<file path="config.mk">
export PLATFORM = sky130hd
export DESIGN_NAME = host_tgt_seq
export DESIGN_NICKNAME = d
export VERILOG_FILES = /design/src/rtl/hts_pkg.sv /design/src/rtl/hts_addr_decode.sv /design/src/rtl/hts_tbl_counter.sv /design/src/rtl/host_tgt_seq.sv
export SDC_FILE = /design/constraint.sdc
export NUM_CORES = 1
export LEC_CHECK = 0
export BUFFER_PORTS_ARGS = -buffer_cell sky130_fd_sc_hd__buf_4
export CORE_UTILIZATION = 35
export CTS_BUF_LIST = sky130_fd_sc_hd__clkbuf_4
export DETAILED_ROUTE_END_ITERATION = 10
export GPL_TIMING_DRIVEN = 0
export PLACE_DENSITY = 0.67
export SYNTH_ARGS = -nofsm -noshare
export SYNTH_HDL_FRONTEND = slang
export SYNTH_SLANG_ARGS = --single-unit
</file>
<file path="constraint.sdc">
create_clock -name clk -period 1.9 [get_ports clk]
set_clock_uncertainty 0.15 [all_clocks]
set_input_delay 0.38 -clock clk [delete_from_list [all_inputs] [get_ports clk]]
set_output_delay 0.38 -clock clk [all_outputs]
set_load 0.02 [all_outputs]
</file>
<file path="src/rtl/hts_pkg.sv">
`timescale 1ns/1ps
package hts_pkg;

    typedef enum logic [3:0] {
        S_IDLE      = 4'd0,
        S_LATCH     = 4'd1,
        S_RREG      = 4'd2,
        S_RTBL      = 4'd3,
        S_RTBL_WAIT = 4'd4,
        S_RDONE     = 4'd5,
        S_SETTLE    = 4'd6,
        S_WGAP      = 4'd7,
        S_WHOLD     = 4'd8,
        S_WDONE     = 4'd9,
        S_TDLY      = 4'd10,
        S_TWR       = 4'd11,
        S_NULL      = 4'd12
    } hts_state_e;

    typedef enum logic [1:0] {
        KIND_REG  = 2'd0,
        KIND_TBL  = 2'd1,
        KIND_NONE = 2'd2
    } hts_kind_e;

endpackage

</file>
<file path="src/rtl/hts_addr_decode.sv">
`timescale 1ns/1ps
module hts_addr_decode
    import hts_pkg::*;
#(
    parameter int ADDR_W = 15,
    parameter int BLK_W  = 2,
    parameter int BRD_W  = 3,
    parameter int IDX_W  = 7
) (
    input  logic [ADDR_W-1:0] addr,
    output hts_kind_e         kind,
    output logic [BRD_W-1:0]  brd,
    output logic              sub_lo,
    output logic [IDX_W-1:0]  idx
);
    localparam int IDX_LO = 2;
    localparam int SUB_B  = IDX_LO + IDX_W;
    localparam int BRD_LO = SUB_B + 1;
    localparam int BLK_LO = ADDR_W - BLK_W;

    logic [BLK_W-1:0] blk;
    logic [1:0]       unused_lsb;

    assign blk        = addr[BLK_LO +: BLK_W];
    assign brd        = addr[BRD_LO +: BRD_W];
    assign sub_lo     = addr[SUB_B];
    assign idx        = addr[IDX_LO +: IDX_W];
    assign unused_lsb = addr[1:0];

    always_comb begin
        if (blk == BLK_W'(0))      kind = KIND_REG;
        else if (blk == BLK_W'(1)) kind = KIND_TBL;
        else                       kind = KIND_NONE;
    end

endmodule

</file>
<file path="src/rtl/hts_tbl_counter.sv">
`timescale 1ns/1ps
module hts_tbl_counter #(
    parameter int WR_MAX  = 7,
    parameter int DLY_CYC = 3
) (
    input  logic clk,
    input  logic rst_n,
    input  logic clr,
    input  logic dly_step,
    input  logic wr_step,
    output logic dly_done,
    output logic wr_last
);
    localparam int CNT_W = $clog2(WR_MAX + 1);
    localparam int DLY_W = $clog2(DLY_CYC + 1);

    logic [CNT_W-1:0] wr_cnt_q;
    logic [DLY_W-1:0] dly_q;

    always_ff @(posedge clk or negedge rst_n) begin
        if (!rst_n) begin
            wr_cnt_q <= '0;
            dly_q    <= '0;
        end else if (clr) begin
            wr_cnt_q <= '0;
            dly_q    <= '0;
        end else begin
            if (dly_step) dly_q    <= dly_q + 1'b1;
            if (wr_step)  wr_cnt_q <= wr_cnt_q + 1'b1;
        end
    end

    assign dly_done = (dly_q == DLY_W'(DLY_CYC - 1));
    assign wr_last  = (wr_cnt_q == CNT_W'(WR_MAX - 1));

    AST_WR_CNT_RANGE: assert property (@(posedge clk) disable iff (!rst_n)
        wr_step |-> (wr_cnt_q < CNT_W'(WR_MAX)));
    AST_DLY_BEFORE_WR: assert property (@(posedge clk) disable iff (!rst_n)
        $rose(wr_step) |-> $past(dly_done));

endmodule

</file>
<file path="src/rtl/host_tgt_seq.sv">
`timescale 1ns/1ps
module host_tgt_seq
    import hts_pkg::*;
#(
    parameter int ADDR_W  = 15,
    parameter int DATA_W  = 32,
    parameter int BRD_W   = 3,
    parameter int IDX_W   = 7,
    parameter int TBL_WR  = 7,
    parameter int TBL_DLY = 3
) (
    input  logic              clk,
    input  logic              rst_n,
    input  logic              tgt_active,
    input  logic              tgt_en,
    input  logic              tgt_dir_wr,
    input  logic              tgt_burst,
    input  logic [ADDR_W-1:0] host_addr,
    input  logic [DATA_W-1:0] host_wdata,
    output logic              addr_req,
    output logic              data_rdy,
    output logic [DATA_W-1:0] host_rdata,
    output logic              dev_cs,
    output logic [BRD_W-1:0]  brd_sel,
    output logic [1:0]        sub_sel,
    output logic [IDX_W-1:0]  reg_addr,
    output logic              reg_rd,
    output logic              reg_wr,
    output logic              tbl_rd,
    output logic              tbl_wr,
    output logic [DATA_W-1:0] dev_wdata,
    input  logic [DATA_W-1:0] dev_rdata,
    input  logic              reg_ready,
    input  logic              tbl_dreq
);
    localparam int BLK_W = 2;

    hts_state_e state_q, state_d;
    hts_kind_e  dec_kind, kind_q;
    logic [BRD_W-1:0] dec_brd, brd_q;
    logic             dec_sub, sub_q;
    logic [IDX_W-1:0] dec_idx, idx_q;
    logic [DATA_W-1:0] rdata_q;
    logic start, dly_done, wr_last;

    hts_addr_decode #(
        .ADDR_W(ADDR_W), .BLK_W(BLK_W), .BRD_W(BRD_W), .IDX_W(IDX_W)
    ) u_dec (
        .addr(host_addr), .kind(dec_kind), .brd(dec_brd),
        .sub_lo(dec_sub), .idx(dec_idx)
    );

    hts_tbl_counter #(.WR_MAX(TBL_WR), .DLY_CYC(TBL_DLY)) u_cnt (
        .clk(clk), .rst_n(rst_n),
        .clr(state_q == S_LATCH),
        .dly_step(state_q == S_TDLY),
        .wr_step(state_q == S_TWR),
        .dly_done(dly_done),
        .wr_last(wr_last)
    );

    assign start = tgt_active && tgt_en;

    // state register
    always_ff @(posedge clk or negedge rst_n) begin
        if (!rst_n) state_q <= S_IDLE;
        else        state_q <= state_d;
    end

    // next state
    always_comb begin
        state_d = state_q;
        unique case (state_q)
            S_IDLE:      if (start) state_d = S_LATCH;
            S_LATCH: begin
                unique case (dec_kind)
                    KIND_REG: state_d = tgt_dir_wr ? S_WGAP : S_RREG;
                    KIND_TBL: begin
                        if (!tgt_dir_wr)   state_d = S_RTBL;
                        else if (tbl_dreq) state_d = S_TDLY;
                    end
                    default:  state_d = S_NULL;
                endcase
            end
            S_RREG:      if (reg_ready) state_d = S_RDONE;
            S_RTBL:      state_d = S_RTBL_WAIT;
            S_RTBL_WAIT: state_d = S_RDONE;
            S_RDONE:     state_d = S_SETTLE;
            S_SETTLE:    state_d = S_IDLE;
            S_WGAP:      state_d = S_WHOLD;
            S_WHOLD:     if (reg_ready) state_d = S_WDONE;
            S_WDONE:     state_d = tgt_burst ? S_WHOLD : S_IDLE;
            S_TDLY:      if (dly_done) state_d = S_TWR;
            S_TWR:       if (wr_last || !tgt_burst) state_d = S_IDLE;
            S_NULL:      state_d = S_IDLE;
            default:     state_d = S_IDLE;
        endcase
    end

    // address and read datapath
    always_ff @(posedge clk or negedge rst_n) begin
        if (!rst_n) begin
            kind_q  <= KIND_NONE;
            brd_q   <= '0;
            sub_q   <= 1'b0;
            idx_q   <= '0;
            rdata_q <= '0;
        end else begin
            unique case (state_q)
                S_LATCH: begin
                    kind_q  <= dec_kind;
                    brd_q   <= dec_brd;
                    sub_q   <= dec_sub;
                    idx_q   <= dec_idx;
                    rdata_q <= '0;
                end
                S_RREG:      if (reg_ready) rdata_q <= dev_rdata;
                S_RTBL_WAIT: rdata_q <= dev_rdata;
                S_WHOLD:     if (reg_ready) idx_q <= idx_q + 1'b1;
                default: ;
            endcase
        end
    end

    // outputs
    always_comb begin
        addr_req  = (state_q == S_IDLE) && start;
        dev_cs    = 1'b0;
        reg_rd    = 1'b0;
        reg_wr    = 1'b0;
        tbl_rd    = 1'b0;
        tbl_wr    = 1'b0;
        data_rdy  = 1'b0;
        dev_wdata = '0;
        unique case (state_q)
            S_RREG:      begin dev_cs = 1'b1; reg_rd = 1'b1; end
            S_RTBL,
            S_RTBL_WAIT: begin dev_cs = 1'b1; tbl_rd = 1'b1; end
            S_WHOLD:     begin dev_cs = 1'b1; reg_wr = 1'b1; dev_wdata = host_wdata; end
            S_TWR:       begin dev_cs = 1'b1; tbl_wr = 1'b1; data_rdy = 1'b1; dev_wdata = host_wdata; end
            S_RDONE,
            S_WDONE,
            S_NULL:      data_rdy = 1'b1;
            default: ;
        endcase
    end

    assign host_rdata = rdata_q;
    assign brd_sel    = brd_q;
    assign sub_sel    = {kind_q == KIND_TBL, sub_q};
    assign reg_addr   = idx_q;

    AST_REQ_SINGLE: assert property (@(posedge clk) disable iff (!rst_n)
        addr_req |=> !addr_req);
    AST_STROBE_EXCL: assert property (@(posedge clk) disable iff (!rst_n)
        $onehot0({reg_rd, reg_wr, tbl_rd, tbl_wr}));
    AST_RDY_AFTER_READY: assert property (@(posedge clk) disable iff (!rst_n)
        (reg_rd && reg_ready) |=> (data_rdy && !dev_cs));
    AST_SETTLE_QUIET: assert property (@(posedge clk) disable iff (!rst_n)
        (data_rdy && state_q == S_RDONE) |=> (!data_rdy && !dev_cs));
    AST_TBL_RD_WAIT: assert property (@(posedge clk) disable iff (!rst_n)
        $rose(tbl_rd) |=> tbl_rd ##1 (!tbl_rd && data_rdy));
    AST_ADDR_STEP: assert property (@(posedge clk) disable iff (!rst_n)
        (reg_wr && reg_ready) |=> (reg_addr == $past(reg_addr) + 1'b1));
    AST_TBL_WR_RDY: assert property (@(posedge clk) disable iff (!rst_n)
        tbl_wr |-> (data_rdy && dev_cs));
    AST_NULL_QUIET: assert property (@(posedge clk) disable iff (!rst_n)
        (state_q == S_NULL) |-> (!dev_cs && host_rdata == '0));

endmodule

</file>
==> flow_summary_export.csv <==
group,metric,value,unit
status,status,"complete, but fails checks",
status,failed_checks,"setup timing",
drt,wl,8.80,mm
drt,num_vias,2889,
drt,initialDrtViolationCount,58,
clock_tree,clkLatencyLatePin,0.36,ns
global_route,grt-ovfl-total,0,
die,die_h,92.9,microns
yosys,async_reset_ff_share,100,%
place,dp_hpwl,5.93,mm
drt,drc,0,
global_route,grt_antenna_before_repair,0,
clock_tree,htreeDepth,2,
global_route,grt_pass1_vias,2716,
final_layout,nFillCells,629,
hold_path,holdPathEnd,"host_rdata[2]$_DFFE_PN0P_",
yosys,synth_cell_types,46,
global_route,grt_usage,19.0,%
worst_setup_path,cp_max_fo,6,
yosys,syn_area,2890,sq um
drt,wire_per_inst,15.1,microns
power,leakagePower,2.57,nW
timing,fin_crit,2.32,ns
yosys,avgSynthCellArea,10.7,sq um
die,io_pins,170,
worst_setup_path,critPathArrivalTime,1.79,ns
drt,viasPerCell,4.96,
timing,worst_slack,-0.424,ns
power,switching_share,41.3,%
yosys,syn_nets,360,
place,place_area,4310,sq um
drt,antenna_left,0,
yosys,synth_edf_count,0,
power,power.share.clock,6.4,%
final_layout,diodes,0,
place,numPortBuffers,167,
timing,maxSlewHeadroom,54.5,%
worst_setup_path,worstRegToRegCells,10,
yosys,yosysWarningCount,0,
final_layout,final_cell_area,5190,sq um
timing,whs,0.0676,ns
timing,fmax,430,MHz
final_layout,area_delta_synth_final,79.6,%
yosys,synth_cells,269,
worst_setup_path,rrSetupSlack,-0.20,ns
power,seqPwrFrac,23.9,%
yosys,ys.flop_type,"dfrtp_1",
die,core,7850,sq um
yosys,yosysSeqAreaShare,46.8,%
clock_tree,path_clk_slew,0.16,ns
timing,finalMaxSlewViolations,0,
job,cap_violations,0,
worst_setup_path,cp.required,1.37,ns
timing,rsz0062_at_grt,"yes",
hold_path,worstHoldStart,"dev_rdata[2]",
timing,setup-violations-final,80,
worst_setup_path,endpoint_kind,"primary output",
die,start_util,36.8,%
place,routabilityCongestion,0.906,
timing,hold_violations,0,
final_layout,drive_gt1_share,63.4,%
final_layout,final_cell_mix,"buf_4, buf_6, dfrtp_1",
clock_tree,clock-sinks,54,
power,power_frac_comb,69.7,%
global_route,grt_max_degree,55,
worst_setup_path,criticalPathCategory,"flip-flop to primary output",
worst_setup_path,timing.rr.start,"state_q[0]$_DFFE_PN0P_",
final_layout,final_common_cell,"buf_4",
die,row_count,32,
power,peakVddDrop,0.000674,V
power,power_density,1540,nW/um^2
clock_tree,cts_inserted_buffers,5,
clock_tree,clockRootBuffer,"clkbuf_4",
drt,firstDrtPassIters,4,
die,fp.dieArea,8620,sq um
power,p_sw,3.30,mW
hold_path,hold_class,"input port to flip-flop",
worst_setup_path,timing.rr.end,"reg_addr[1]$_DFFE_PN0P_",
clock_tree,tritoncts,"yes",
final_layout,fin_nets,571,
die,dieWidth,92.9,microns
timing,worst_pin_slew,0.682,ns
yosys,ys_ff_latch,54,
clock_tree,clock_path_buffers,2,
global_route,grt_pass1_wl,13.0,mm
hold_path,whs_path_depth,2,
power,cellInternalPower,4.69,mW
timing,period_share,122,%
worst_setup_path,start_kind,"flip-flop",
[through the flow]
stage	util, %	cells	total power [mW]	setup WS, ns	setup TNS, ns
floorplan	-	269	4.62	-0.00702	-0.140
global placement	54.9	538	6.02	-0.315	-7.67
CTS	61.0	562	7.30	-0.412	-17.61
global route	66.1	583	8.48	-0.511	-25.25
detailed placement	54.9	538	6.07	-0.370	-9.48
finish	66.1	583	7.99	-0.424	-19.33
[worst max-delay path by stage]
stage,startpoint,to,slack [ns],cells past startpoint
after CTS,state_q[0]$_DFFE_PN0P_,dev_wdata[1],-0.41,7
after global placement,state_q[1]$_DFFE_PN0P_,dev_wdata[2],-0.31,7
after global routing,state_q[0]$_DFFE_PN0P_,dev_wdata[8],-0.51,8
after detailed placement,state_q[1]$_DFFE_PN0P_,dev_wdata[2],-0.37,7
after floorplan,state_q[1]$_DFFE_PN0P_,dev_wdata[0],-0.007,6
final,state_q[0]$_DFFE_PN0P_,dev_wdata[8],-0.42,8
[synthesized netlist by cell type, drive strengths merged (2+ instances only)]
master	number	area [sq um]
inv	6	22.5
ha	4	50.1
buf	19	161
o21ai	13	65.1
and3	4	25.0
xor2	2	17.5
mux2i	4	40.0
a22o	32	280
a21boi	3	22.5
nand3	7	35.0
clkbuf	4	15.0
xnor2	3	26.3
a21oi	12	63.8
nand2	9	33.8
dfrtp	53	1330
a21o	2	15.0
nor4b	2	38.8
o22ai	3	18.8
a311oi	2	17.5
nor2	14	52.6
a2bb2oi	2	17.5
mux2	5	56.3
a31oi	2	12.5
nor4	2	12.5
nand3b	3	22.5
nand2b	8	57.6
and2	32	200
nor2b	4	25.0
a211oi	3	35.0
[metal layers]
| layer | up-vias | wire length (microns) | global-route usage [%] |
|---|---|---|---|
| li1 | 1381 | - | - |
| met1 | 1372 | 3390 | 22.1 |
| met2 | 129 | 4580 | 34.4 |
| met3 | 7 | 731 | 5.17 |
| met4 | 0 | 93 | 4.62 |
| met5 | - | 0 | 0 |
[cell families after synthesis]
group | count (synthesis) | share of synthesized area (%)
muxes | 9 | 3.33
AOI/OAI and AO/OA | 78 | 20.5
xor gates and xnor gates | 5 | 1.52
DFF | 54 | 46.8
and+or+nand+nor | 90 | 19.2
buffers and inverters | 29 | 6.89
adders and majority gates | 4 | 1.73
[power groups by stage]
stage	Combinational [mW]	Clock, mW	Sequential (mW)
5_1_grt	5.94	0.579	1.96
3_3_place_gp	4.12	0	1.90
3_5_place_dp	4.15	0	1.92
4_1_cts	4.87	0.537	1.90
6_report	5.56	0.509	1.91
2_1_floorplan	2.32	0	2.30
[sequential cells by signal (all words and copies together), names as in the netlist]
signal          count
host_rdata         32
sub_q               1
state_q             4
u_cnt.dly_q         2
u_cnt.wr_cnt_q      3
brd_sel             3
reg_addr            7
kind_q              2
[area by class of cell]
type,count,area (sq um),share of cell area (%)
buffer,21,238,4.58
multi-input combinational,186,1580,30.4
clock inverter,3,21.3,0.410
clock buffer,5,37.5,0.724
timing repair buffer,206,1810,34.9
sequential,54,1350,26.1
tap,102,128,2.46
inverter,6,25.0,0.482
[critical path, cell delays in order, from the launching register on]
cell,delay (ns)
dfrtp_1,0.41
buf_6,0.13
nor2_4,0.13
inv_2,0.06
a21oi_4,0.17
buf_12,0.15
clkbuf_16,0.13
and2_4,0.13
buf_6,0.11
[timing repair]
action	in CTS	in global routing
hold endpoints to repair	53	0
resized for setup	81	72
pin swaps	44	30
cloned	1	5
hold buffers	1	0
setup buffers	16	19
setup endpoints to repair	39	84
(Power assumes the default switching activity.)
